===== config.mk =====
export PLATFORM = sky130hd
export DESIGN_NAME = spi_hold_ctrl
export DESIGN_NICKNAME = d
export VERILOG_FILES = /design/src/rtl/spi_hold_pkg.sv /design/src/rtl/spi_hold_clkgen.sv /design/src/rtl/spi_hold_shifter.sv /design/src/rtl/spi_hold_csctl.sv /design/src/rtl/spi_hold_ctrl.sv
export SDC_FILE = /design/constraint.sdc
export NUM_CORES = 1
export LEC_CHECK = 0
export ABC_AREA = 1
export BUFFER_PORTS_ARGS = -buffer_cell sky130_fd_sc_hd__buf_2
export CORE_MARGIN = 2
export CORE_UTILIZATION = 58
export CTS_BUF_LIST = sky130_fd_sc_hd__clkbuf_16
export DETAILED_ROUTE_END_ITERATION = 12
export GPL_TIMING_DRIVEN = 0
export PLACE_DENSITY = 0.82
export SLEW_MARGIN = 20
export SYNTH_ARGS = -nofsm -noshare
export SYNTH_HDL_FRONTEND = slang
export SYNTH_HIERARCHICAL = 1
export SYNTH_SLANG_ARGS = --single-unit

===== constraint.sdc =====
create_clock -name clk -period 4.2 [get_ports clk]
set_input_delay 0.21 -clock clk [delete_from_list [all_inputs] [get_ports clk]]
set_output_delay 0.21 -clock clk [all_outputs]
set_load 0.005 [all_outputs]

===== src/rtl/spi_hold_pkg.sv =====
package spi_hold_pkg;

  typedef enum logic [1:0] {
    XFER_DUPLEX  = 2'b00,
    XFER_TX_ONLY = 2'b01,
    XFER_RX_ONLY = 2'b10,
    XFER_ALT     = 2'b11
  } xfer_mode_e;

  // word puts TX register data on the wire
  function automatic logic mode_sends(input xfer_mode_e m);
    return m != XFER_RX_ONLY;
  endfunction

  // word stores its received bits into the RX register
  function automatic logic mode_receives(input xfer_mode_e m);
    return m != XFER_TX_ONLY;
  endfunction

endpackage


===== src/rtl/spi_hold_clkgen.sv =====
module spi_hold_clkgen #(
  parameter int DIV_W = 8
) (
  input  logic             clk,
  input  logic             rst_n,
  input  logic             run,
  input  logic [DIV_W-1:0] div_in,
  output logic             tick
);

  logic [DIV_W-1:0] cnt;

  assign tick = run && (cnt == div_in);

  always_ff @(posedge clk or negedge rst_n) begin
    if (!rst_n) begin
      cnt <= '0;
    end else if (!run || tick) begin
      cnt <= '0;
    end else begin
      cnt <= cnt + 1'b1;
    end
  end

  // with a divider above zero, SCLK edges are never on adjacent clocks
  assert_tick_gap_R13: assert property (@(posedge clk) disable iff (!rst_n)
    (tick && div_in != '0) |=> !tick);

endmodule


===== src/rtl/spi_hold_shifter.sv =====
module spi_hold_shifter #(
  parameter int MAX_BITS = 32,
  parameter int LEN_W    = 5
) (
  input  logic                clk,
  input  logic                rst_n,
  input  logic                load,
  input  logic [MAX_BITS-1:0] tx_word,
  input  logic [LEN_W-1:0]    len_m1,
  input  logic                cpha,
  input  logic                tick,
  input  logic                miso,
  output logic                mosi,
  output logic                phase,
  output logic                done,
  output logic [MAX_BITS-1:0] rx_word
);

  logic [MAX_BITS-1:0] tx_sh;
  logic [MAX_BITS-1:0] rx_sh;
  logic [LEN_W:0]      edge_cnt;
  logic [LEN_W-1:0]    len_q;
  logic                active;
  logic                mosi_q;
  logic                ph;

  logic leading, sample_ev, drive_ev, last_edge;

  assign leading   = ~edge_cnt[0];
  assign sample_ev = leading ^ cpha;
  assign drive_ev  = ~sample_ev;
  assign last_edge = (edge_cnt == {len_q, 1'b1});
  assign done      = active && tick && last_edge;
  assign mosi      = mosi_q;
  assign phase     = ph;
  // with trailing-edge sampling the last bit arrives on the final edge
  assign rx_word   = cpha ? {rx_sh[MAX_BITS-2:0], miso} : rx_sh;

  always_ff @(posedge clk or negedge rst_n) begin
    if (!rst_n) begin
      tx_sh    <= '0;
      rx_sh    <= '0;
      edge_cnt <= '0;
      len_q    <= '0;
      active   <= 1'b0;
      mosi_q   <= 1'b0;
      ph       <= 1'b0;
    end else if (load) begin
      len_q    <= len_m1;
      edge_cnt <= '0;
      active   <= 1'b1;
      ph       <= 1'b0;
      rx_sh    <= '0;
      if (cpha) begin
        tx_sh  <= tx_word;
        mosi_q <= 1'b0;
      end else begin
        tx_sh  <= tx_word << 1;
        mosi_q <= tx_word[len_m1];
      end
    end else if (active && tick) begin
      ph       <= ~ph;
      edge_cnt <= edge_cnt + 1'b1;
      if (sample_ev) begin
        rx_sh <= {rx_sh[MAX_BITS-2:0], miso};
      end
      if (drive_ev && !last_edge) begin
        mosi_q <= tx_sh[len_q];
        tx_sh  <= tx_sh << 1;
      end
      if (last_edge) begin
        active <= 1'b0;
      end
    end
  end

  // the word length captured at the start holds for the whole word
  assert_len_held_R11: assert property (@(posedge clk) disable iff (!rst_n)
    (active && $past(active)) |-> $stable(len_q));

  // between words the clock phase is back at its idle value
  assert_sclk_idle_R13: assert property (@(posedge clk) disable iff (!rst_n)
    !active |-> !ph);

endmodule


===== src/rtl/spi_hold_csctl.sv =====
module spi_hold_csctl (
  input  logic clk,
  input  logic rst_n,
  input  logic en,
  input  logic force_bit,
  input  logic single,
  input  logic busy,
  input  logic cfg_cs_pol,
  input  logic cfg_cpol,
  input  logic cfg_cpha,
  output logic cs_act,
  output logic cs_pol_q,
  output logic cpol_q,
  output logic cpha_q
);

  logic cs_nxt;
  logic hold_req;

  assign hold_req = single && force_bit;
  assign cs_nxt   = en || busy || hold_req;

  always_ff @(posedge clk or negedge rst_n) begin
    if (!rst_n) begin
      cs_act   <= 1'b0;
      cs_pol_q <= 1'b0;
      cpol_q   <= 1'b0;
      cpha_q   <= 1'b0;
    end else begin
      cs_act <= cs_nxt;
      if (!cs_nxt) begin
        cs_pol_q <= cfg_cs_pol;
        cpol_q   <= cfg_cpol;
        cpha_q   <= cfg_cpha;
      end
    end
  end

  // the latched polarities do not move while chip-select is active
  assert_pol_frozen_R12: assert property (@(posedge clk) disable iff (!rst_n)
    cs_act |-> $stable({cs_pol_q, cpol_q, cpha_q}));

  // without single-channel mode, force cannot hold chip-select
  assert_force_ignored_R9: assert property (@(posedge clk) disable iff (!rst_n)
    (!en && !busy && !single) |=> !cs_act);

endmodule


===== src/rtl/spi_hold_ctrl.sv =====
module spi_hold_ctrl
  import spi_hold_pkg::*;
#(
  parameter int MAX_BITS = 32,
  parameter int MIN_BITS = 4,
  parameter int DIV_W    = 8,
  localparam int LEN_W   = $clog2(MAX_BITS)
) (
  input  logic                clk,
  input  logic                rst_n,
  input  logic                cfg_en,
  input  logic                cfg_force,
  input  logic                cfg_single,
  input  logic [1:0]          cfg_mode,
  input  logic                cfg_cs_pol,
  input  logic                cfg_cpol,
  input  logic                cfg_cpha,
  input  logic [LEN_W-1:0]    cfg_wlen,
  input  logic [DIV_W-1:0]    cfg_div,
  input  logic                tx_wr,
  input  logic [MAX_BITS-1:0] tx_wdata,
  input  logic                rx_rd,
  output logic [MAX_BITS-1:0] rx_rdata,
  output logic                st_tx_empty,
  output logic                st_rx_full,
  output logic                st_eot,
  output logic                sclk,
  output logic                mosi,
  input  logic                miso,
  output logic                cs_out
);

  localparam logic [LEN_W-1:0] MIN_LEN_M1 = LEN_W'(MIN_BITS - 1);

  function automatic logic [LEN_W-1:0] clamp_len(input logic [LEN_W-1:0] raw);
    return (raw < MIN_LEN_M1) ? MIN_LEN_M1 : raw;
  endfunction

  xfer_mode_e          cur_mode, mode_q;
  logic [DIV_W-1:0]    div_q;
  logic [MAX_BITS-1:0] tx_data_q, rx_data_q, rx_word, shift_in;
  logic                tx_empty_q, rx_full_q, eot_q, busy;
  logic                cs_act, cs_pol_q, cpol_q, cpha_q;
  logic                tick, word_done, sclk_ph;
  logic                ready, word_start, tx_load, rx_store;

  assign cur_mode   = xfer_mode_e'(cfg_mode);
  assign ready      = (!mode_sends(cur_mode) || !tx_empty_q) &&
                      (!mode_receives(cur_mode) || !rx_full_q);
  assign word_start = !busy && cfg_en && cs_act && ready;
  assign tx_load    = word_start && mode_sends(cur_mode);
  assign rx_store   = word_done && mode_receives(mode_q);
  assign shift_in   = mode_sends(cur_mode) ? tx_data_q : '0;

  spi_hold_csctl i_csctl (
    .clk       (clk),
    .rst_n     (rst_n),
    .en        (cfg_en),
    .force_bit (cfg_force),
    .single    (cfg_single),
    .busy      (busy),
    .cfg_cs_pol(cfg_cs_pol),
    .cfg_cpol  (cfg_cpol),
    .cfg_cpha  (cfg_cpha),
    .cs_act    (cs_act),
    .cs_pol_q  (cs_pol_q),
    .cpol_q    (cpol_q),
    .cpha_q    (cpha_q)
  );

  spi_hold_clkgen #(.DIV_W(DIV_W)) i_clkgen (
    .clk   (clk),
    .rst_n (rst_n),
    .run   (busy),
    .div_in(div_q),
    .tick  (tick)
  );

  spi_hold_shifter #(.MAX_BITS(MAX_BITS), .LEN_W(LEN_W)) i_shifter (
    .clk    (clk),
    .rst_n  (rst_n),
    .load   (word_start),
    .tx_word(shift_in),
    .len_m1 (clamp_len(cfg_wlen)),
    .cpha   (cpha_q),
    .tick   (tick),
    .miso   (miso),
    .mosi   (mosi),
    .phase  (sclk_ph),
    .done   (word_done),
    .rx_word(rx_word)
  );

  always_ff @(posedge clk or negedge rst_n) begin
    if (!rst_n) begin
      busy   <= 1'b0;
      mode_q <= XFER_DUPLEX;
      div_q  <= '0;
      eot_q  <= 1'b0;
    end else if (word_start) begin
      busy   <= 1'b1;
      mode_q <= cur_mode;
      div_q  <= cfg_div;
      eot_q  <= 1'b0;
    end else if (word_done) begin
      busy   <= 1'b0;
      eot_q  <= 1'b1;
    end
  end

  always_ff @(posedge clk or negedge rst_n) begin
    if (!rst_n) begin
      tx_data_q  <= '0;
      tx_empty_q <= 1'b1;
    end else if (tx_wr) begin
      tx_data_q  <= tx_wdata;
      tx_empty_q <= 1'b0;
    end else if (tx_load) begin
      tx_empty_q <= 1'b1;
    end
  end

  always_ff @(posedge clk or negedge rst_n) begin
    if (!rst_n) begin
      rx_data_q <= '0;
      rx_full_q <= 1'b0;
    end else if (rx_store) begin
      rx_data_q <= rx_word;
      rx_full_q <= 1'b1;
    end else if (rx_rd) begin
      rx_full_q <= 1'b0;
    end
  end

  assign rx_rdata    = rx_data_q;
  assign st_tx_empty = tx_empty_q;
  assign st_rx_full  = rx_full_q;
  assign st_eot      = eot_q;
  assign sclk        = cpol_q ^ sclk_ph;
  assign cs_out      = cs_act ? cs_pol_q : ~cs_pol_q;

  // a started word drops the end-of-transfer flag
  assert_eot_start_R6: assert property (@(posedge clk) disable iff (!rst_n)
    word_start |=> !st_eot);

  // storing a received word raises the full flag
  assert_rx_store_R7: assert property (@(posedge clk) disable iff (!rst_n)
    rx_store |=> st_rx_full);

  // loading the shifter without a new write empties the TX register
  assert_tx_load_R8: assert property (@(posedge clk) disable iff (!rst_n)
    (tx_load && !tx_wr) |=> st_tx_empty);

  // chip-select is active for the whole of every word
  assert_cs_held_word_R2: assert property (@(posedge clk) disable iff (!rst_n)
    busy |-> cs_act);

  // a transmit-only word leaves the RX register alone
  assert_txonly_rx_kept_R3: assert property (@(posedge clk) disable iff (!rst_n)
    (busy && !mode_receives(mode_q)) |=> $stable(rx_data_q));

endmodule


==> results <==
- The run finished with clean final reports.
- The area of the die is 0.0161 sq mm.
- The count of cells along the worst hold path is 3.
- The worst hold path terminates at tx_data_q[14]$_DFFE_PN0P_.
- The maximum achievable frequency is 0.396 GHz.
- The clock latency reported for the late side of the worst-skew pair is 0.43 ns.
- The endpoint identified for the worst register-to-register timing path is i_shifter/mosi$_DFFE_PN0P_.
- The floorplan core area is 0.0146 sq mm.
- The width of the die is 127 um.
- The reg-to-reg critical path startpoint is busy$_DFFE_PN0P_.
- Once the floorplan was initialized, standard cells occupied ~60% of the core.
- The kind of cell with the highest combined delay on the critical path is simple AND/OR/NAND/NOR gates.
- The initial antenna violation count was 0.
- The cell leakage power is around 5.1 nW.
- The critical path class is reg -> reg.
- The type of origin of the critical path is a flip-flop.
- Signal routing reaches up to met4.
- The number of global-route vias before repair is 7899.
- For this run, the post-layout net count is 1351.
- VDD sags by at most 392 uV.
- The mean cell area of the mapped netlist is around 7.7 sq um.
- The first global-routing pass estimated about 37 mm of wire.
- After synthesis, the share of flip-flops with an asynchronous set or reset is 100%.
- Setup violations remaining at the end of the flow were counted as 0.
- The prevailing post-synth register cell is dfrtp_1.
- Routability-driven placement finished with a final weighted congestion of between 0.9 and 1.
- Walking the worst path, the cells encountered are inv_1 > nand3_2 > nor2_4 > buf_2 > inv_2 > nor2_1 > clkbuf_1 > nand2_1 > nor2_1 > nor2_1 > nor2_1.
- In this run, the number of DRC markers left after iteration 0 of detailed routing was 771.
- The library cell used most frequently in the layout, excluding fill and tap cells, is nand2_1.
- The critical path capture point type is a flip-flop.
- The pin count of the biggest net entering global routing is 88.
- The number of flops mapped to enable cells by yosys is 0.
- After synthesis the netlist holds a flip-flop and latch count of 168.
- The clock period minus final worst setup slack is about 2.5 ns.
- For this design the ratio of total power to cell area is 568 mW/mm^2.
- The startpoint of the lowest-slack hold path is tx_wdata[14].
- The cell area after technology mapping is 0.00878 sq mm.
- Summed over all instances, the cell type with the most area after synthesis is dfrtp_1.
- The peak per-stage delay on the critical path is ~0.46 ns.
- The distinct cell type count of the synthesized netlist is 36.
- Sorting the synthesized cells by area gives the leading types as dfrtp_1 48%, nand2_1 13%, inv_1 7.7%, o21ai_0 7.1%, nand3_1 5.0%.
- The worst setup skew after layout is ~0.0074 ns.
- The library cells used most frequently in the layout, excluding fill and tap cells, are 293 x nand2_1, 184 x inv_1, 167 x dfrtp_1.
- The count of maximum capacitance violations is 0.
- Data on the critical path is required at its endpoint by about 4.6 ns.
- The net count after synthesis is 1200.
- The number of sinks on the clock net is 168.
- Counting along the longest clock path gives a buffer depth of 2.
- The total overflow reported by the global router is 0.
- The number of post-CTS setup repair buffers is 0.
- After detailed routing, the number of remaining DRC violations is 0.
- The most numerous cell type found on the critical path is nor2_1.
- The critical path runs through a total of 11 cells.
- The fraction of final layout cells sized beyond drive strength 1 is 16.3%.
- The number of warning messages in the yosys log is 6.
- The CTS tree is built.
- The die is between 100 and 150 um tall.
- Along the worst path, the maximum fanout reaches 10.
- In the final routed layout, each cell accounts on average for around 15 um.
- The count of nets left with antenna violations once routing finished came out at 0.
- Clock-pin slew was measured on the worst setup and hold paths at approximately 0.06 ns.
- Detailed routing placed a total of 10.4 mm of wire on met2.
- In this run, CTS created clock tree buffers numbering 17.
- The total global routing track utilization is 28.8%.
- Summed over all nets, wire length on met3 after detailed routing comes to approximately 1.4 mm.
- The worst path arrival time is 2.89 ns.
- The final count of hold timing violations is 0.
- The clock tree root driver cell is clkbuf_16.
- Headroom to the max-slew limit came out at a little under three fifths.
- The row count is 44.
- Compared with the post-synthesis result, the final layout area differs by 18.8%.
- The number of I/O port buffers is 94.
- The setup check on the worst reg-to-reg path leaves a slack of between 1.5 and 2 ns.
- Setup repair after global routing left no endpoint under its margin.
- The largest individual stage delay along the critical path comes from the cell dfrtp_1.
- The aggregate routed wire length is 22.1 mm.
- The critical path buffer and inverter count is 4.
- The placed wire-length estimate is between 15 and 20 mm.
- The routed length on met1 is 9.87 mm.
- The number of antenna diodes in the final layout is 0.
- The final number of max-transition violations is 0.
- The H-tree depth reported by CTS is 4.
- Using the TritonRoute via totals, the vias-per-cell ratio works out to around 5.5.
- Measured in cells, the most critical reg-to-reg path has a length of 11.
- At the pin with the least slew margin, the transition time is 0.642 ns.
- The cell count after synthesis came out at roughly 1100.
- Of the post-synthesis cell area, the dominant cell type holds 47.6%.
- The final clock period utilization by the worst path is 60.1%.
- The overall power consumption is 5.93 mW.
- The classification of the worst-slack hold path is in -> reg.
- The share of the yosys chip area belonging to registers is a little under half.
- The setup TNS after final layout is 0 ns.
- The routed layout has 8184 vias.
- The boundary pin count is 96.
- The pre-antenna-repair detailed-routing pass consisted of 5 iterations.
## metal layers
metal  GRT usage [%]  vias up
li1                -     3908
met1            40.0     3937
met2            45.9      296
met3            5.99       43
met4            9.18        0
met5               0        -
## cell type report
cell class	instances	area (sq um)
Sequential cell	168	4210
Buffer	64	368
Fill cell	1152	4210
Timing Repair Buffer	132	878
Multi-Input combinational cell	723	3520
Clock buffer	17	425
Inverter	185	694
Tap cell	184	230
Clock inverter	14	119
## synth_stat cells, types with 4 or more instances
cell	number
a21oi_1	20
buf_2	20
buf_6	13
clkbuf_1	29
dfrtp_1	167
inv_1	181
nand2_1	293
nand2_2	7
nand3_1	88
nand3_2	4
nor2_1	73
o211ai_1	8
o21ai_0	125
o21ai_1	17
o21ai_2	33
o221ai_1	15
o22ai_1	9
xnor2_1	7
xor2_1	5
## where the power goes
group | internal (mW) | leakage, nW | switching, mW
logic | 0.779 | 2.66 | 1.29
clock network | 0.854 | 0.277 | 0.627
registers | 2.08 | 2.14 | 0.295
total | 3.72 | 5.07 | 2.21
## timing repair
action	CTS	global route
gates resized for setup	0	0
hold endpoints to repair	117	0
setup endpoints to repair	0	0
hold buffers	37	0
## flip-flops by register name (all words and copies together), names as in the netlist, 2 cells and up
register            count
div_q                   8
mode_q                  2
i_shifter/tx_sh        32
i_clkgen/cnt            8
i_shifter/edge_cnt      6
rx_rdata               32
i_shifter/len_q         5
i_shifter/rx_sh        32
tx_data_q              32
## tightest hold or removal path, stage by stage
cell     delay, ns
buf_2         0.07
nand2_1       0.04
o21ai_0       0.07
## stage by stage
step / utilization, % / std cells / worst slack, ns / area [sq um] / hold WS (ns)
6_report: 71.3 / 1487 / 1.68 / 10400 / 0.0105
5_1_grt: 71.3 / 1487 / 1.56 / 10400 / 0.0136
4_1_cts: 71.3 / 1487 / 1.71 / 10400 / 0.00291
3_5_place_dp: 65.0 / 1419 / 1.72 / 9520 / 0.245
3_3_place_gp: 64.8 / 1418 / 0.335 / 9480 / 0.398
2_1_floorplan: - / 1140 / 2.29 / 8780 / -0.0856
## worst max-delay path by stage
stage                                   start                          to  slack (ns)
floorplan           i_clkgen/cnt[5]$_DFF_PN0_     rx_rdata[7]$_DFFE_PN0P_        2.29
global placement                        rst_n    rx_rdata[21]$_DFFE_PN0P_        0.34
detailed placement           busy$_DFFE_PN0P_  i_shifter/mosi$_DFFE_PN0P_        1.72
CTS                          busy$_DFFE_PN0P_  i_shifter/mosi$_DFFE_PN0P_        1.71
global route                 busy$_DFFE_PN0P_  i_shifter/mosi$_DFFE_PN0P_        1.56
finish                       busy$_DFFE_PN0P_  i_shifter/mosi$_DFFE_PN0P_        1.68
## cells by family (layout without fill, tap and decap cells)
| family | after synthesis | count (layout) | share of synthesized area, % |
|---|---|---|---|
| AO/OA/AOI/OAI | 233 | 233 | 16.0 |
| XOR/XNOR | 12 | 12 | 1.20 |
| adder cells (fa/ha/maj) | 2 | 2 | 0.285 |
| buffers and inverters | 249 | 412 | 12.1 |
| flip-flops | 168 | 168 | 47.9 |
| AND/OR/NAND/NOR | 476 | 476 | 22.6 |
Power figures use the tool's default switching activity.
